## src/rtl/ocpwm_pkg.sv

```systemverilog
`timescale 1ns/1ps
package ocpwm_pkg;
  localparam int CTRL_BITS = 5;

  localparam logic [1:0] ADDR_DUTY = 2'd0;
  localparam logic [1:0] ADDR_PER  = 2'd1;
  localparam logic [1:0] ADDR_CTRL = 2'd2;
  localparam logic [1:0] ADDR_CLR  = 2'd3;

  // bit 0 = center shape, 1 = invert, 2 = fault level, 3 = fault tristate, 4 = self-sync
  typedef struct packed {
    logic self_sync;
    logic flt_tris;
    logic flt_lvl;
    logic invert;
    logic center;
  } ocpwm_ctrl_t;

  // Raw waveform level before inversion
  function automatic logic wave_level(input logic center, input logic [31:0] tmr,
                                      input logic [31:0] duty);
    logic below;
    below = (tmr < duty);
    return center ? !below : below;
  endfunction
endpackage

```

## src/rtl/ocpwm_timebase.sv

```systemverilog
`timescale 1ns/1ps
module ocpwm_timebase #(
  parameter int W = 16
) (
  input  logic         clk,
  input  logic         rst_n,
  input  logic         tick,
  input  logic         sync_in,
  input  logic         self_sync,
  input  logic         duty_wr,
  input  logic         per_wr,
  input  logic [W-1:0] wr_data,
  output logic [W-1:0] tmr,
  output logic [W-1:0] duty_act,
  output logic         wrap,
  output logic         cmp_hit
);
  localparam logic [W-1:0] TMR_MAX = {W{1'b1}};

  logic [W-1:0] duty_buf, per_buf, per_act;
  logic         per_hit, roll_hit;

  assign per_hit  = tick && (tmr == per_act);
  assign roll_hit = tick && (tmr == TMR_MAX);
  assign wrap     = self_sync ? per_hit : (sync_in || roll_hit);
  assign cmp_hit  = tick && (tmr == duty_act);

  always_ff @(posedge clk or negedge rst_n) begin
    if (!rst_n) begin
      duty_buf <= '0;
      per_buf  <= '0;
    end else begin
      if (duty_wr) duty_buf <= wr_data;
      if (per_wr)  per_buf  <= wr_data;
    end
  end

  always_ff @(posedge clk or negedge rst_n) begin
    if (!rst_n) begin
      tmr      <= '0;
      duty_act <= '0;
      per_act  <= '0;
    end else if (wrap) begin
      tmr      <= '0;
      duty_act <= duty_buf;
      per_act  <= per_buf;
    end else if (tick) begin
      tmr <= tmr + 1'b1;
    end
  end

  AST_SHADOW_HOLD: assert property (@(posedge clk) disable iff (!rst_n)
    !wrap |=> ($stable(duty_act) && $stable(per_act)));
  AST_SELF_RESTART: assert property (@(posedge clk) disable iff (!rst_n)
    (self_sync && tick && tmr == per_act) |=> (tmr == '0));
  AST_ROLLOVER: assert property (@(posedge clk) disable iff (!rst_n)
    (!self_sync && tick && tmr == TMR_MAX) |=> (tmr == '0));
endmodule

```

## src/rtl/ocpwm_faultctl.sv

```systemverilog
`timescale 1ns/1ps
module ocpwm_faultctl #(
  parameter int NF = 2
) (
  input  logic          clk,
  input  logic          rst_n,
  input  logic [NF-1:0] fault_in,
  input  logic          clr_req,
  input  logic          wrap,
  output logic          forced,
  output logic          flt_new
);
  logic any_flt, latched, resume_wait, clr_ok;

  assign any_flt = |fault_in;
  assign flt_new = any_flt && !latched;
  assign clr_ok  = latched && clr_req && !any_flt;
  // Raw input acts without a clock edge; the latch and wait flag hold it after
  assign forced  = any_flt || latched || resume_wait;

  always_ff @(posedge clk or negedge rst_n) begin
    if (!rst_n) begin
      latched     <= 1'b0;
      resume_wait <= 1'b0;
    end else begin
      if (any_flt)      latched <= 1'b1;
      else if (clr_req) latched <= 1'b0;
      if (clr_ok)       resume_wait <= 1'b1;
      else if (wrap)    resume_wait <= 1'b0;
    end
  end

  AST_FAULT_STICKY: assert property (@(posedge clk) disable iff (!rst_n)
    (latched && !clr_req) |=> latched);
  AST_HOLD_TO_BOUNDARY: assert property (@(posedge clk) disable iff (!rst_n)
    (forced && !wrap) |=> forced);
endmodule

```

## src/rtl/ocpwm_pinout.sv

```systemverilog
`timescale 1ns/1ps
module ocpwm_pinout
  import ocpwm_pkg::*;
#(
  parameter int W = 16
) (
  input  ocpwm_ctrl_t  ctrl,
  input  logic         forced,
  input  logic [W-1:0] tmr,
  input  logic [W-1:0] duty_act,
  output logic         pwm_out,
  output logic         pwm_oe
);
  logic wave;

  assign wave    = wave_level(ctrl.center, 32'(tmr), 32'(duty_act));
  assign pwm_out = forced ? ctrl.flt_lvl : (wave ^ ctrl.invert);
  assign pwm_oe  = !(forced && ctrl.flt_tris);
endmodule

```

## src/rtl/ocpwm_core.sv

```systemverilog
`timescale 1ns/1ps
module ocpwm_core
  import ocpwm_pkg::*;
#(
  parameter int W  = 16,
  parameter int NF = 2
) (
  input  logic          clk,
  input  logic          rst_n,
  input  logic          wr_en,
  input  logic [1:0]    wr_addr,
  input  logic [W-1:0]  wr_data,
  input  logic          tick,
  input  logic          sync_in,
  input  logic [NF-1:0] fault_in,
  output logic          pwm_out,
  output logic          pwm_oe,
  output logic          irq
);
  ocpwm_ctrl_t  ctrl;
  logic         duty_wr, per_wr, ctrl_wr, clr_req;
  logic [W-1:0] tmr, duty_act;
  logic         wrap, cmp_hit, forced, flt_new;

  assign duty_wr = wr_en && (wr_addr == ADDR_DUTY);
  assign per_wr  = wr_en && (wr_addr == ADDR_PER);
  assign ctrl_wr = wr_en && (wr_addr == ADDR_CTRL);
  assign clr_req = wr_en && (wr_addr == ADDR_CLR) && wr_data[0];

  always_ff @(posedge clk or negedge rst_n) begin
    if (!rst_n)       ctrl <= '0;
    else if (ctrl_wr) ctrl <= ocpwm_ctrl_t'(wr_data[CTRL_BITS-1:0]);
  end

  ocpwm_timebase #(.W(W)) u_tb (
    .clk(clk), .rst_n(rst_n), .tick(tick), .sync_in(sync_in),
    .self_sync(ctrl.self_sync), .duty_wr(duty_wr), .per_wr(per_wr),
    .wr_data(wr_data), .tmr(tmr), .duty_act(duty_act),
    .wrap(wrap), .cmp_hit(cmp_hit)
  );

  ocpwm_faultctl #(.NF(NF)) u_flt (
    .clk(clk), .rst_n(rst_n), .fault_in(fault_in), .clr_req(clr_req),
    .wrap(wrap), .forced(forced), .flt_new(flt_new)
  );

  ocpwm_pinout #(.W(W)) u_pin (
    .ctrl(ctrl), .forced(forced), .tmr(tmr), .duty_act(duty_act),
    .pwm_out(pwm_out), .pwm_oe(pwm_oe)
  );

  always_ff @(posedge clk or negedge rst_n) begin
    if (!rst_n) irq <= 1'b0;
    else        irq <= cmp_hit || flt_new;
  end

  AST_FAULT_OVERRIDE: assert property (@(posedge clk) disable iff (!rst_n)
    (|fault_in) |-> (ctrl.flt_tris ? !pwm_oe : (pwm_out == ctrl.flt_lvl)));
  AST_IRQ_ON_FAULT: assert property (@(posedge clk) disable iff (!rst_n)
    flt_new |=> irq);
  AST_IRQ_ON_MATCH: assert property (@(posedge clk) disable iff (!rst_n)
    cmp_hit |=> irq);
endmodule

```

## config.mk

```make
export PLATFORM = sky130hd
export DESIGN_NAME = ocpwm_core
export DESIGN_NICKNAME = d
export VERILOG_FILES = /design/src/rtl/ocpwm_pkg.sv /design/src/rtl/ocpwm_timebase.sv /design/src/rtl/ocpwm_faultctl.sv /design/src/rtl/ocpwm_pinout.sv /design/src/rtl/ocpwm_core.sv
export SDC_FILE = /design/constraint.sdc
export NUM_CORES = 1
export LEC_CHECK = 0
export BUFFER_PORTS_ARGS = -buffer_cell sky130_fd_sc_hd__buf_2
export CAP_MARGIN = 20
export CORE_MARGIN = 2
export CORE_UTILIZATION = 40
export CTS_CLUSTER_SIZE = 28
export DETAILED_ROUTE_END_ITERATION = 6
export PLACE_DENSITY = 0.66
export SYNTH_ARGS = -nofsm -noshare
export SYNTH_HDL_FRONTEND = slang
export SYNTH_SLANG_ARGS = --single-unit
```

## constraint.sdc

```tcl
create_clock -name clk -period 2.9 [get_ports clk]
set_clock_uncertainty 0.1 [all_clocks]
set_input_delay 0.435 -clock clk [delete_from_list [all_inputs] [get_ports clk]]
set_output_delay 0.435 -clock clk [all_outputs]
set_load 0.005 [all_outputs]
```

==> Word level (Yosys, flattened, before mapping) <==
Cells that the tools add are included.
W data, S select, Z words.
{ "word_totals": {"out_inout_bits": 3, "inputBits": 25, "reg_bits": 88, "word_cells": 56} }
{ "op_classes": {"n_bitwise": 1, "n_addsub": 1, "mux": 9, "n_eq_ne": 6, "n_reduce_logical": 25, "magnitude_cmp": 1} }
{ "op_table": {"columns": ["operator", "n"], "rows": [
  ["$eq A16 B16 Y1", 2],
  ["$mux W16", 2],
  ["$add A16 B1 Y16 const B", 1],
  ["$eq A16 B16 Y1 const B", 1],
  ["$lt A16 B16 Y1", 1],
  ["$logic_and A1 B1 Y1", 12],
  ["$mux W1", 7],
  ["$reduce_bool A2 Y1", 3],
  ["$eq A2 B2 Y1 const B", 2],
  ["$logic_not A1 Y1", 4],
  ["$logic_or A1 B1 Y1", 4],
  ["$eq A2 B1 Y1 const B", 1],
  ["$logic_not A2 Y1", 1],
  ["$reduce_or A2 Y1", 1],
  ["$xor A1 B1 Y1", 1]
]} }

==> Longest topological paths before layout <==
{ "depth": {"word_depth": 6, "depth_mapped": 9, "ltp_nobuf": 7} }

==> Modules after synthesis <==
A second synthesis with hierarchy kept.
{ "hier_totals": {"cells_unflattened": 356, "hier_area_um2": 4489.3} }
{ "modules_own_cells": {"columns": ["module", "n_inst", "seq_area_each_um2", "area_per_inst_um2", "cells_each"], "rows": [
  ["ocpwm_timebase", 1, 2001.9, 3698.5, 269],
  ["ocpwm_pinout", 1, 0.0, 444.2, 59],
  ["ocpwm_core", 1, 150.1, 255.2, 18],
  ["ocpwm_faultctl", 1, 50.0, 91.3, 10]
]} }

==> Least setup slack after synthesis <==
No wires, ideal clock.
{ "synth_path": {"path_type": "in2reg", "start": "in tick", "end": "reg u_tb.duty_act[0]", "setup_slack_ns": 0.414, "required_time_ns": 2.675, "t_arrival_ns": 2.261, "cell_stages": 8, "path_cell_list": "buf_2 > nand2_1 > or3_1 > buf_2 > or4_4 > o211ai_4 > buf_8 > mux2_2"} }
{ "synth_between": {"elab_chain_cells": 3} }
{ "synth_rtl": {"columns": ["item", "line", "rtl"], "rows": [
  ["from (decl)", "ocpwm_core.sv:13", "input logic tick,"],
  ["$logic_and A1 B1 Y1", "ocpwm_timebase.sv:24", "assign roll_hit = tick && (tmr == TMR_MAX);"],
  ["$logic_or A1 B1 Y1", "ocpwm_timebase.sv:25", "assign wrap = self_sync ? per_hit : (sync_in || roll_hit);"],
  ["$mux W1 *", "ocpwm_timebase.sv:25", null],
  ["to (signal assigned)", "ocpwm_timebase.sv:45", "duty_act <= duty_buf;"],
  ["to (decl)", "ocpwm_timebase.sv:14", "output logic [W-1:0] duty_act,"]
]} }
Mark *: on every way between the ends. The rest lies on a longest branch, timed or not.
A chain may end at the register's enable or synchronous reset.

==> Worst setup path in the final report <==
{ "layout_path": {"start": "reg u_tb.tmr[3]", "end": "out pwm_out"} }
{ "layout_between": {"elab_chain_cells": 5} }
{ "layout_rtl": {"columns": ["item", "line", "rtl"], "rows": [
  ["from (decl)", "ocpwm_timebase.sv:13", "output logic [W-1:0] tmr,"],
  ["from (signal assigned)", "ocpwm_timebase.sv:48", "tmr <= tmr + 1'b1;"],
  ["$lt A16 B16 Y1 *", "ocpwm_pkg.sv:23", "below = (tmr < duty);"],
  ["$logic_not A1 Y1", "ocpwm_pkg.sv:24", "return center ? !below : below;"],
  ["$mux W1 *", "ocpwm_pkg.sv:24", null],
  ["$xor A1 B1 Y1 *", "ocpwm_pinout.sv:17", "assign pwm_out = forced ? ctrl.flt_lvl : (wave ^ ctrl.invert);"],
  ["$mux W1 *", "ocpwm_pinout.sv:17", null],
  ["to (decl)", "ocpwm_core.sv:16", "output logic pwm_out,"]
]} }
Marks and branches as above.

==> impl_metrics.yaml <==
run_status:
  outcome: "finished, final reports clean"
critical_path:
  r2r-start: "u_tb.tmr[0]"
  crit_chain: "ha_1 > and2_1 > o311a_1 > a211oi_2 > mux2i_1 > buf_2"
  start_kind: "register"
  r2r_end: "u_tb.duty_act[11]"
  crit_type: "reg -> out"
  cp_slowest_cell: "dfrtp_2"
  worstPathRequired_ps: 2370
  path_max_fanout: 7
  critPathLaunch: "u_tb.tmr[3]"
  crit_path_max_incr_delay_ps: 470
  r2r_cells: 7
  endpoint: "pwm_out"
  rrSetupSlack_ps: 210
  critPathArrivalTime_ps: 2220
  crit_path_end_kind: "output port"
layout:
  area_growth_pct: 12.5
  drive_above_1_share_pct: 32.6
  fin_cells: 501
  fill_cells: 970
  diodes: 0
  nets: 403
  final_cell_mix: "87 x dfrtp_1, 67 x mux2_2, 26 x buf_2"
  layout_commonest_cell: "dfrtp_1"
logic_synthesis:
  ys_ff_latch: 88
  synth-edff-count: 0
  synth_cell_types: 36
  syn_avg_cell_area_um2: 12.7
  yosysTopAreaCellShare_pct: 53.2
  async_flop_share_pct: 100
  synthCells: 325
  yosysTopAreaCell: "dfrtp_1"
  synth-main-ff-cell: "dfrtp_1"
  yosysSeqAreaShare_pct: 53.2
  yosysWarnings: 0
  syn_nets: 367
  synth.area.top_cells: "dfrtp_1 53%, mux2_2 18%, xor2_1 5.3%"
  syn_area_um2: 4140
routing:
  drtIter0Drc: 103
  drc: 0
  drt-vias-per-instance: 4.97
  antenna_left: 0
  wl_per_cell_um: 14.5
  drt-pass1-iter-count: 4
  vias: 2492
  drt_wl_total_um: 7270
sta:
  finalHoldWorstSlack_ps: 203
  hold_viol_final: 0
  worstMarginPinSlew_ps: 705
  fin_crit_sh_pct: 94.9
  max_clock_freq_mhz: 363
  setup_viol: 0
  slew_headroom_pct: 52.6
  period_needed_ps: 2750
  fin_ws_ps: 149
  slew_violations: 0
floorplanning:
  die_w_um: 106
  coreArea_um2: 10200
  dieArea_um2: 11200
  start_util_pct: 40.7
  io_pins: 28
  row_count: 37
  die_y_um: 106
clocking:
  insertion_delay_ps: 360
  clk_path_buf_depth: 2
  ctsHtreeMaxLevel: 3
  cts_root_buf: "clkbuf_8"
  cts_made_buffers: 9
  cts_sinks: 88
  cts_tree: "yes"
  cts.clk_slew.worst_paths_ps: 80
grt:
  antenna_found_initial: 0
  grt_pass1_wl_um: 12400
  grt_max_degree: 52
  grt_pass1_vias: 2417
  grt-ovfl-total: 0
  grt_usage_pct: 14.5
hold_path:
  hold_depth: 3
  hold_class: "in -> reg"
place:
  port_buffers: 27
  detailedPlace.worstSlack_ps: 223
  hpwl_um: 5220
  place_inst: 483
  place_congestion: 0.757
power:
  ir_drop_mv: 0.243
  powerDensity_nw_per_um2: 711
  p_leak_nw: 2.17
job:
  drv_cap: 0
-- layer usage --
layer / GRT usage (%) / wire (um)
met2: 21.5 / 3310
met3: 2.97 / 141
met5: 0 / 0
met4: 7.71 / 199
met1: 20.1 / 3620
-- kinds of logic (layout without fill, tap and decap cells) --
group                      after synthesis  after routing  synth area share, %
and+or+nand+nor                         71             71                 8.58
adders and majority gates               17             17                 5.14
AOI/OAI and AO/OA                       15             15                 2.60
muxes                                   73             73                 19.7
DFF                                     88             88                 53.2
xor gates and xnor gates                33             33                 6.98
buffers and inverters                   28             68                 3.81
-- how the worst min path moves through the flow --
stage | to | slack [ps] | startpoint
finish | u_flt.latched | 200 | fault_in[0]
global route | u_tb.per_buf[15] | 200 | wr_data[15]
CTS | u_flt.latched | 180 | fault_in[0]
global placement | u_tb.duty_buf[11] | 330 | rst_n
floorplan | ctrl[0] | 40 | rst_n
detailed placement | u_tb.duty_buf[13] | 340 | rst_n
-- state kept, by name (all words and copies together), names as in the netlist --
| name | flops |
|---|---|
| u_tb.duty_act | 16 |
| u_tb.duty_buf | 16 |
| u_tb.per_act | 16 |
| u_tb.per_buf | 16 |
| u_tb.tmr | 16 |
| ctrl | 5 |
| irq | 1 |
| u_flt.latched | 1 |
| u_flt.resume_wait | 1 |
-- cells in the mapped netlist, drive strengths merged (2+ instances only) --
library cell,number
nor3,3
clkbuf,3
a21oi,6
xnor2,8
nand2,14
xor2,25
dfrtp,88
mux2i,4
and4,2
mux2,69
nand3b,2
inv,18
nand3,5
o21ai,3
buf,7
nand4,9
and3,2
nand2b,2
ha,17
nor4,4
nor2,23
-- report_power, final --
group | internal [W] | switching [W]
Combinational | 0.000410 | 0.000314
Sequential | 0.00152 | 0.000188
Clock | 0.000478 | 0.000404
-- stage by stage --
| step | util, % | setup TNS, ps | area, um2 | total power, W |
|---|---|---|---|---|
| 6_report | 45.7 | 0 | 4660 | 0.00331 |
| 5_1_grt | 45.7 | -30.1 | 4660 | 0.00353 |
| 3_3_place_gp | 43.5 | 0 | 4430 | 0.00241 |
| 4_1_cts | 45.7 | 0 | 4650 | 0.00335 |
| 3_5_place_dp | 43.5 | 0 | 4430 | 0.00245 |
| 2_1_floorplan | - | 0 | 4140 | 0.00223 |
-- worst max-delay path, delay by kind of cell (launching register included) --
family	cells	cell delay [ps]
and+or+nand+nor	1	170
muxes	1	200
adders and majority gates	1	350
DFF	1	470
AOI/OAI and AO/OA	2	540
buffers and inverters	1	130
-- area by class of cell --
cell class | count | area, um2 | area share [%]
clock buffer | 11 | 131 | 2.82
clock inverter | 4 | 70.1 | 1.50
timing repair buffer | 35 | 225 | 4.83
tap | 136 | 170 | 3.65
sequential | 88 | 2200 | 47.3
multi-input combinational | 209 | 1790 | 38.5
inverter | 18 | 67.6 | 1.45
-- what timing repair did --
action	in CTS	in global routing
hold endpoints to repair	37	0
hold buffers	1	0
setup endpoints to repair	1	1
setup buffers	1	1
pin swaps	0	3
resized for setup	1	1
Power figures use the tool's default switching activity.
